[src/rtl/dispatch_pkg.sv]
package dispatch_pkg;
  localparam int WINDOW     = 8;
  localparam int DED_QUEUES = 6;
  localparam int LS_LANES   = 2;
  localparam int CLASS_W    = 3;
  localparam int PAY_W      = 16;
  localparam int SLOT_IDX_W = $clog2(WINDOW);
  localparam int LS_CNT_W   = $clog2(LS_LANES + 1);

  typedef struct packed {
    logic [WINDOW-1:0]                        grant;
    logic [DED_QUEUES-1:0]                    dedWe;
    logic [DED_QUEUES-1:0][SLOT_IDX_W-1:0]    dedSrc;
    logic [LS_LANES-1:0]                      lsWe;
    logic [LS_LANES-1:0][SLOT_IDX_W-1:0]      lsSrc;
  } grantStrobes_t;
endpackage

[src/rtl/dispatch_grant_ctrl.sv]
module dispatch_grant_ctrl
  import dispatch_pkg::*;
(
  input  logic                        clk,
  input  logic                        rst_n,
  input  logic [WINDOW-1:0]           slotValid,
  input  logic [WINDOW*CLASS_W-1:0]   slotClass,
  input  logic [DED_QUEUES-1:0]       dedFull,
  input  logic                        lsFull,
  input  logic                        lsRoomOne,
  output grantStrobes_t               strobes
);
  localparam logic [CLASS_W-1:0] LS_TAG = CLASS_W'(DED_QUEUES);

  logic                  stopRun;
  logic                  canGrant;
  logic [CLASS_W-1:0]    cls;
  logic [DED_QUEUES-1:0] dedUsed;
  logic [LS_CNT_W-1:0]   lsCount;
  logic [LS_CNT_W-1:0]   lsCap;

  // Walk the window oldest first; the first refusal ends the run.
  always_comb begin
    strobes  = '0;
    stopRun  = 1'b0;
    dedUsed  = '0;
    lsCount  = '0;
    canGrant = 1'b0;
    cls      = '0;
    lsCap    = lsRoomOne ? LS_CNT_W'(1) : LS_CNT_W'(LS_LANES);
    for (int i = 0; i < WINDOW; i++) begin
      cls      = slotClass[i*CLASS_W +: CLASS_W];
      canGrant = 1'b0;
      if (!stopRun && slotValid[i]) begin
        if (cls < LS_TAG) begin
          canGrant = !dedFull[cls] && !dedUsed[cls];
        end else if (cls == LS_TAG) begin
          canGrant = !lsFull && (lsCount < lsCap);
        end
      end
      if (canGrant) begin
        strobes.grant[i] = 1'b1;
        if (cls < LS_TAG) begin
          dedUsed[cls]        = 1'b1;
          strobes.dedWe[cls]  = 1'b1;
          strobes.dedSrc[cls] = SLOT_IDX_W'(i);
        end else begin
          strobes.lsWe[lsCount[0]]  = 1'b1;
          strobes.lsSrc[lsCount[0]] = SLOT_IDX_W'(i);
          lsCount = lsCount + 1'b1;
        end
      end else begin
        stopRun = 1'b1;
      end
    end
  end

  // grant run has no holes
  for (genvar g = 1; g < WINDOW; g++) begin : genPrefixChk
    assert_prefix_R1: assert property (@(posedge clk) disable iff (!rst_n)
      strobes.grant[g] |-> strobes.grant[g-1]);
  end

  // a full dedicated queue is never written
  for (genvar q = 0; q < DED_QUEUES; q++) begin : genFullChk
    assert_ded_full_R5: assert property (@(posedge clk) disable iff (!rst_n)
      dedFull[q] |-> !strobes.dedWe[q]);
  end

  assert_ls_full_R5: assert property (@(posedge clk) disable iff (!rst_n)
    lsFull |-> (strobes.lsWe == '0));

  assert_ls_room_R4: assert property (@(posedge clk) disable iff (!rst_n)
    lsRoomOne |-> !strobes.lsWe[1]);

  // lane 1 is only used after lane 0
  assert_ls_lane_order_R3: assert property (@(posedge clk) disable iff (!rst_n)
    strobes.lsWe[1] |-> strobes.lsWe[0]);

  // the number of granted slots matches the queue writes
  assert_grant_count_R2: assert property (@(posedge clk) disable iff (!rst_n)
    $countones(strobes.grant) == $countones(strobes.dedWe) + $countones(strobes.lsWe));
endmodule

[src/rtl/dispatch_write_path.sv]
module dispatch_write_path
  import dispatch_pkg::*;
(
  input  logic                          clk,
  input  logic                          rst_n,
  input  logic [WINDOW*PAY_W-1:0]       slotPayload,
  input  grantStrobes_t                 strobes,
  output logic [DED_QUEUES-1:0]         dedWrEn,
  output logic [DED_QUEUES*PAY_W-1:0]   dedWrData,
  output logic [LS_LANES-1:0]           lsWrEn,
  output logic [LS_LANES*PAY_W-1:0]     lsWrData
);
  for (genvar q = 0; q < DED_QUEUES; q++) begin : genDedLane
    always_ff @(posedge clk) begin
      if (!rst_n) begin
        dedWrEn[q]                   <= 1'b0;
        dedWrData[q*PAY_W +: PAY_W]  <= '0;
      end else begin
        dedWrEn[q] <= strobes.dedWe[q];
        if (strobes.dedWe[q])
          dedWrData[q*PAY_W +: PAY_W] <= slotPayload[strobes.dedSrc[q]*PAY_W +: PAY_W];
      end
    end
  end

  for (genvar l = 0; l < LS_LANES; l++) begin : genLsLane
    always_ff @(posedge clk) begin
      if (!rst_n) begin
        lsWrEn[l]                   <= 1'b0;
        lsWrData[l*PAY_W +: PAY_W]  <= '0;
      end else begin
        lsWrEn[l] <= strobes.lsWe[l];
        if (strobes.lsWe[l])
          lsWrData[l*PAY_W +: PAY_W] <= slotPayload[strobes.lsSrc[l]*PAY_W +: PAY_W];
      end
    end
  end

  // every grant turns into exactly one write on the next cycle
  assert_write_follows_grant_R7: assert property (@(posedge clk) disable iff (!rst_n)
    1'b1 |=> ($countones(dedWrEn) + $countones(lsWrEn)) == $countones($past(strobes.grant)));
endmodule

[src/rtl/dispatch_router.sv]
module dispatch_router
  import dispatch_pkg::*;
(
  input  logic                          clk,
  input  logic                          rst_n,
  input  logic [WINDOW-1:0]             slotValid,
  input  logic [WINDOW*CLASS_W-1:0]     slotClass,
  input  logic [WINDOW*PAY_W-1:0]       slotPayload,
  input  logic [DED_QUEUES-1:0]         dedFull,
  input  logic                          lsFull,
  input  logic                          lsRoomOne,
  output logic [WINDOW-1:0]             acceptMask,
  output logic [DED_QUEUES-1:0]         dedWrEn,
  output logic [DED_QUEUES*PAY_W-1:0]   dedWrData,
  output logic [LS_LANES-1:0]           lsWrEn,
  output logic [LS_LANES*PAY_W-1:0]     lsWrData
);
  grantStrobes_t strobes;

  dispatch_grant_ctrl uCtrl (
    .clk       (clk),
    .rst_n     (rst_n),
    .slotValid (slotValid),
    .slotClass (slotClass),
    .dedFull   (dedFull),
    .lsFull    (lsFull),
    .lsRoomOne (lsRoomOne),
    .strobes   (strobes)
  );

  dispatch_write_path uPath (
    .clk         (clk),
    .rst_n       (rst_n),
    .slotPayload (slotPayload),
    .strobes     (strobes),
    .dedWrEn     (dedWrEn),
    .dedWrData   (dedWrData),
    .lsWrEn      (lsWrEn),
    .lsWrData    (lsWrData)
  );

  assign acceptMask = strobes.grant;
endmodule

[config.mk]
export PLATFORM = sky130hd
export DESIGN_NAME = dispatch_router
export DESIGN_NICKNAME = d
export VERILOG_FILES = /design/src/rtl/dispatch_pkg.sv /design/src/rtl/dispatch_grant_ctrl.sv /design/src/rtl/dispatch_write_path.sv /design/src/rtl/dispatch_router.sv
export SDC_FILE = /design/constraint.sdc
export NUM_CORES = 1
export LEC_CHECK = 0
export BUFFER_PORTS_ARGS = -buffer_cell sky130_fd_sc_hd__buf_4
export CORE_UTILIZATION = 60
export DETAILED_ROUTE_END_ITERATION = 16
export GPL_TIMING_DRIVEN = 1
export PLACE_DENSITY = 0.85
export SETUP_SLACK_MARGIN = 0.5
export SLEW_MARGIN = 20
export SYNTH_ARGS = -nofsm -noshare
export SYNTH_HDL_FRONTEND = slang
export SYNTH_SLANG_ARGS = --single-unit
[constraint.sdc]
create_clock -name clk -period 35.7 [get_ports clk]
set_clock_uncertainty 0.2 [all_clocks]
set_input_delay 7.14 -clock clk [delete_from_list [all_inputs] [get_ports clk]]
set_output_delay 7.14 -clock clk [all_outputs]
set_load 0.01 [all_outputs]
==> metrics.md, run 1 <==
| Metric | Value |
|---|---|
| Status | did not finish |
| Stage reached | global routing (5_1_grt) |
| Log Error | [ERROR GRT-0116] Global routing finished with congestion. Check the congestion regions in the DRC Viewer. |
| Mapped Avg Cell Area | 7.407 um2 |
| Aggregate global routing overflow | 1 |
| Vias in the first global route | 21970 |
| Ys Warns | 0 |
| PortBufs | 313 |
| Synth unique cells | 105 |
| # resized after CTS | 0 |
| Root buffer cell | clkbuf_16 |
| Overall routing resource usage | 64.11% |
| Largest net degree at the start of global routing | 81 |
| Core Rows | 61 |
| First-pass GRT wire length | 137700 um |
| Die height | 170.1 um |
| H-tree levels | 4 |
| Initial Util | 61.00% |
| DP Cell Count | 2788 |
| Mapped Area | 16950 um2 |
| Die Wd | 170.1 um |
| Main synth FF type | dfxtp_1 |
| Post-synth EDFFs | 0 |
| Gpl congestion | 1.131 |
| Sink Count | 136 |
| Syn Inst Count | 2288 |
| Post-Syn Nets | 2473 |
| Num CTS Buffers | 17 |
| FF+latch count, synth | 136 |
| Setup Buffers After CTS | 0 |
| Async SR Flop Fraction | 0% |
| Post-DP HPWL | 63580 um |
| Clock Tree Buf Depth | 2 |
| Hold_buf cts | 0 |
| Io pins | 314 |
| Register area share after synthesis | 16.07% |
routing by layer:
metal / track usage [%] / overflow
met1: 74.01 / 0
met3: 41.93 / 0
met5: 22.96 / 0
met4: 44.38 / 1
met2: 81.93 / 0
stage by stage:
step,area [um2],utilization [%],worst slack (ps)
floorplan,16950,-,11010
CTS,19740,71.06,8610
detailed placement,19210,69.15,8665
global placement,19200,69.13,9119
cells by family after synthesis:
kind of cell             Yosys count  share of synthesized area, %
multiplexers                     371                         22.78
buffers and inverters            275                         6.830
AND/OR/NAND/NOR                  774                         22.42
AO/OA/AOI/OAI                    708                         30.33
flip-flops                       136                         16.07
XOR/XNOR                           9                        0.4652
adder cells (fa/ha/maj)           15                         1.108
cells in the mapped netlist (all sizes together), types with 40 or more instances:
library cell,number,area share [%]
nand2,309,6.9
mux2i,281,17
o21ai,160,4.7
clkbuf,158,3.5
dfxtp,136,16
nor2,115,2.6
mux2,87,5.8
a21oi,85,2.5
buf,77,2.4
nand3,65,1.9
o211ai,49,2.2
nor3,41,1.2
inv,40,0.90
==> inputs of run 2 (changes only) <==
--- a/config.mk
+++ b/config.mk
@@ -6,11 +6,10 @@
 export NUM_CORES = 1
 export LEC_CHECK = 0
 export BUFFER_PORTS_ARGS = -buffer_cell sky130_fd_sc_hd__buf_4
-export CORE_UTILIZATION = 60
+export CORE_UTILIZATION = 40
 export DETAILED_ROUTE_END_ITERATION = 16
 export GPL_TIMING_DRIVEN = 1
-export PLACE_DENSITY = 0.85
-export SETUP_SLACK_MARGIN = 0.5
+export PLACE_DENSITY_LB_ADDON = 0.15
 export SLEW_MARGIN = 20
 export SYNTH_ARGS = -nofsm -noshare
 export SYNTH_HDL_FRONTEND = slang
==> run 2 against run 1 <==
Against the previous run: the run now ends clean; synthesized area did not move; synthesized cell count did not move.
==> metrics.md, run 2 <==
| Metric | Value |
|---|---|
| HP Start | uPath.lsWrData[19] |
| Overall routing resource usage | 45.96% |
| CP Capture Type | output port |
| Total of max-cap violations | 0 |
| Setup TNS | 0 ps |
| Status | complete, no violations (was did not finish) |
| H-tree levels | 4 (unchanged) |
| Hold_buf cts | 0 (unchanged) |
| Most frequent cells in the layout | buf_4 (360), nand2_1 (308), mux2i_1 (281) |
| Setup violators final | 0 |
| Clock Tree Buf Depth | 2 (unchanged) |
| Die footprint | 43190 um2 |
| Largest register FFs | 96 |
| Die height | 207.8 um (was 170.1 um) |
| Initial Util | 40.49% (was 61.00%) |
| Final slew viol count | 0 |
| # resized after CTS | 0 (unchanged) |
| CP Data Required Time | 28360 ps |
| Max Fclk | 0.03593 GHz |
| Max VDD drop | 0.00002555 V |
| Core Rows | 75 (was 61) |
| Min Tclk post-route | 27830 ps |
| Leak pwr | 8.692 nW |
| RSZ-0062 raised after global routing | false |
| Post-DP HPWL | 73320 um (was 63580 um) |
| Slew @ Worst Pin | 1269 ps |
| Ys Warns | 0 (unchanged) |
| Reg area | 2723 um2 |
| Sink Count | 136 (unchanged) |
| Clock-pin slew on the worst setup and hold paths | 60 ps |
| Synth area leaders | mux2i_1 (17%), dfxtp_1 (16%), nand2_1 (6.8%) (unchanged) |
| Reg2reg start | uPath.dedWrData[68] |
| Post-detailed-route via-to-cell ratio | 7.218 |
| Mapped Avg Cell Area | 7.407 um2 (unchanged) |
| Total power per unit cell area | 23.99 nW/um2 |
| Core area | 41850 um2 |
| Final Cycle Share | 77.97% |
| PortBufs | 313 (unchanged) |
| Top-count cell post-synth | nand2_1 (unchanged) |
| Nets@finish | 2619 |
| Async SR Flop Fraction | 0% (unchanged) |
| DR pass1 iterations | 6 |
| Total vias in the final route | 21590 |
| Largest net degree at the start of global routing | 68 |
| Power consumption | 0.0004816 W |
| Register area share after synthesis | 16.07% (unchanged) |
| Crit path launch type | input port |
| Worst path max stage delay | 810 ps |
| Largest regs | uPath.dedWrData (96), uPath.lsWrData (32), uPath.dedWrEn (6) |
| Fillers | 4266 |
| Num CTS Buffers | 17 (unchanged) |
| Aggregate global routing overflow | 0 |
| Multi-input gate area | 13200 um2 |
| Worst-skew pair later-pin latency | 460 ps |
| Antenna violations before repair | 8 |
| Syn Inst Count | 2288 (unchanged) |
| Post-Syn Nets | 2473 (unchanged) |
| PnR worst setup slack | 7866 ps |
| Synth unique cells | 105 (unchanged) |
| First-pass GRT wire length | 145100 um |
| Vias in the first global route | 20020 |
| Max-slew headroom | 15.41% |
| Reg with most FFs | uPath.dedWrData |
| CTS tree | built |
| Setup Buffers After CTS | 0 (unchanged) |
| Main synth FF type | dfxtp_1 (unchanged) |
| Layout cells sized above 1 | 22.52% |
| Root buffer cell | clkbuf_16 (unchanged) |
| FF+latch count, synth | 136 (unchanged) |
| Final hold violations | 0 |
| Gpl congestion | 1.025 (was 1.131) |
| Fin Hold WS | 264.0 ps |
| Dpl ws | 8259 ps (was 8665 ps) |
| Post-synth top area cell | mux2i_1 (unchanged) |
| Mapped Area | 16950 um2 (unchanged) |
| Critical path arrival | 20490 ps |
| Violation count after the first detailed-route iteration | 3642 |
| Setup CP Type | input port to output port |
| WL per Instance | 34.50 um |
| Detail Route Antenna Nets | 0 |
| CP max FO | 18 |
| Hold crit path type | flop to flop |
| Most common cell after layout, fill and taps aside | buf_4 |
| Drt total wl | 103200 um |
| Crit path from | slotClass[0] |
| Synth top area share | 16.60% (unchanged) |
| # DRC | 0 |
| Commonest cells in the netlist | nand2_1 (308), mux2i_1 (281), clkbuf_1 (157), o21ai_0 (143), dfxtp_1 (136) (unchanged) |
| Die Wd | 207.8 um (was 170.1 um) |
| Post-synth EDFFs | 0 (unchanged) |
| Syn-to-layout area delta | 18.47% |
| Io pins | 314 (unchanged) |
| CP max-delay cell | nor4_1 |
[run 2: cell counts after synthesis]
Identical to the previous run, type by type.
[run 2: final cells by class]
cell class	count	share of cell area (%)
clock inverter	12	0.6170
timing repair buffer	362	13.57
multi-input combinational	1877	65.74
sequential	136	13.56
clock buffer	20	2.325
antenna	5	0.06232
inverter	40	0.7604
tap	539	3.359
[run 2: critical path: cells and delay by family]
family	cells	cell delay, ps
AOI/OAI and AO/OA	10	2470
xor gates and xnor gates	4	790
buffers and inverters	5	780
adders and majority gates	5	1180
muxes	1	210
and+or+nand+nor	20	7900
[run 2: worst paths after layout]
kind                         end  slack [ps]  cells after the start
max                acceptMask[7]        7870                     45
min           uPath.lsWrData[19]         260                      2
min reg2reg   uPath.lsWrData[19]         260                      2
max reg2reg  uPath.dedWrData[68]       34210                      6
[run 2: logic make-up (layout without fill, tap and decap cells)]
group / after synthesis / after routing / share of synthesized area [%]
AOI/OAI and AO/OA: 708 / 708 / 30.33
buffers and inverters: 275 / 434 / 6.830
DFF: 136 / 136 / 16.07
muxes: 371 / 371 / 22.78
xor gates and xnor gates: 9 / 9 / 0.4652
adders and majority gates: 15 / 15 / 1.108
other: 0 / 5 / 0
and+or+nand+nor: 774 / 774 / 22.42
[run 2: through the flow]
step,cells,utilization (%),area [um2]
detailed placement,2953,46.48,19450
finish,2991,47.97,20080
global placement,2952,46.45,19440
global route,2990,47.96,20070
CTS,2985,47.89,20040
floorplan,2288,-,16950
[run 2: power breakdown]
group	switching [W]	leakage, nW	total [W]	internal, W
clock	0.0000818	0.284	0.000190	0.000108
combinational	0.0000868	7.31	0.000134	0.0000470
sequential	0.00000314	1.10	0.000158	0.000155
total	0.000172	8.69	0.000482	0.000310
[run 2: per-layer routing]
layer / routed length (um) / track usage [%] / up-vias / share of wire, %
met2: 41100 / 64.60 / 1923 / 40
li1: - / - / 8958 / -
met4: 5815 / 23.27 / 0 / 5.6
met1: 40880 / 61.96 / 10310 / 40
met3: 15390 / 15.26 / 402 / 15
met5: 0 / 0 / - / 0
Note: power is estimated with default switching activity, not from simulation.
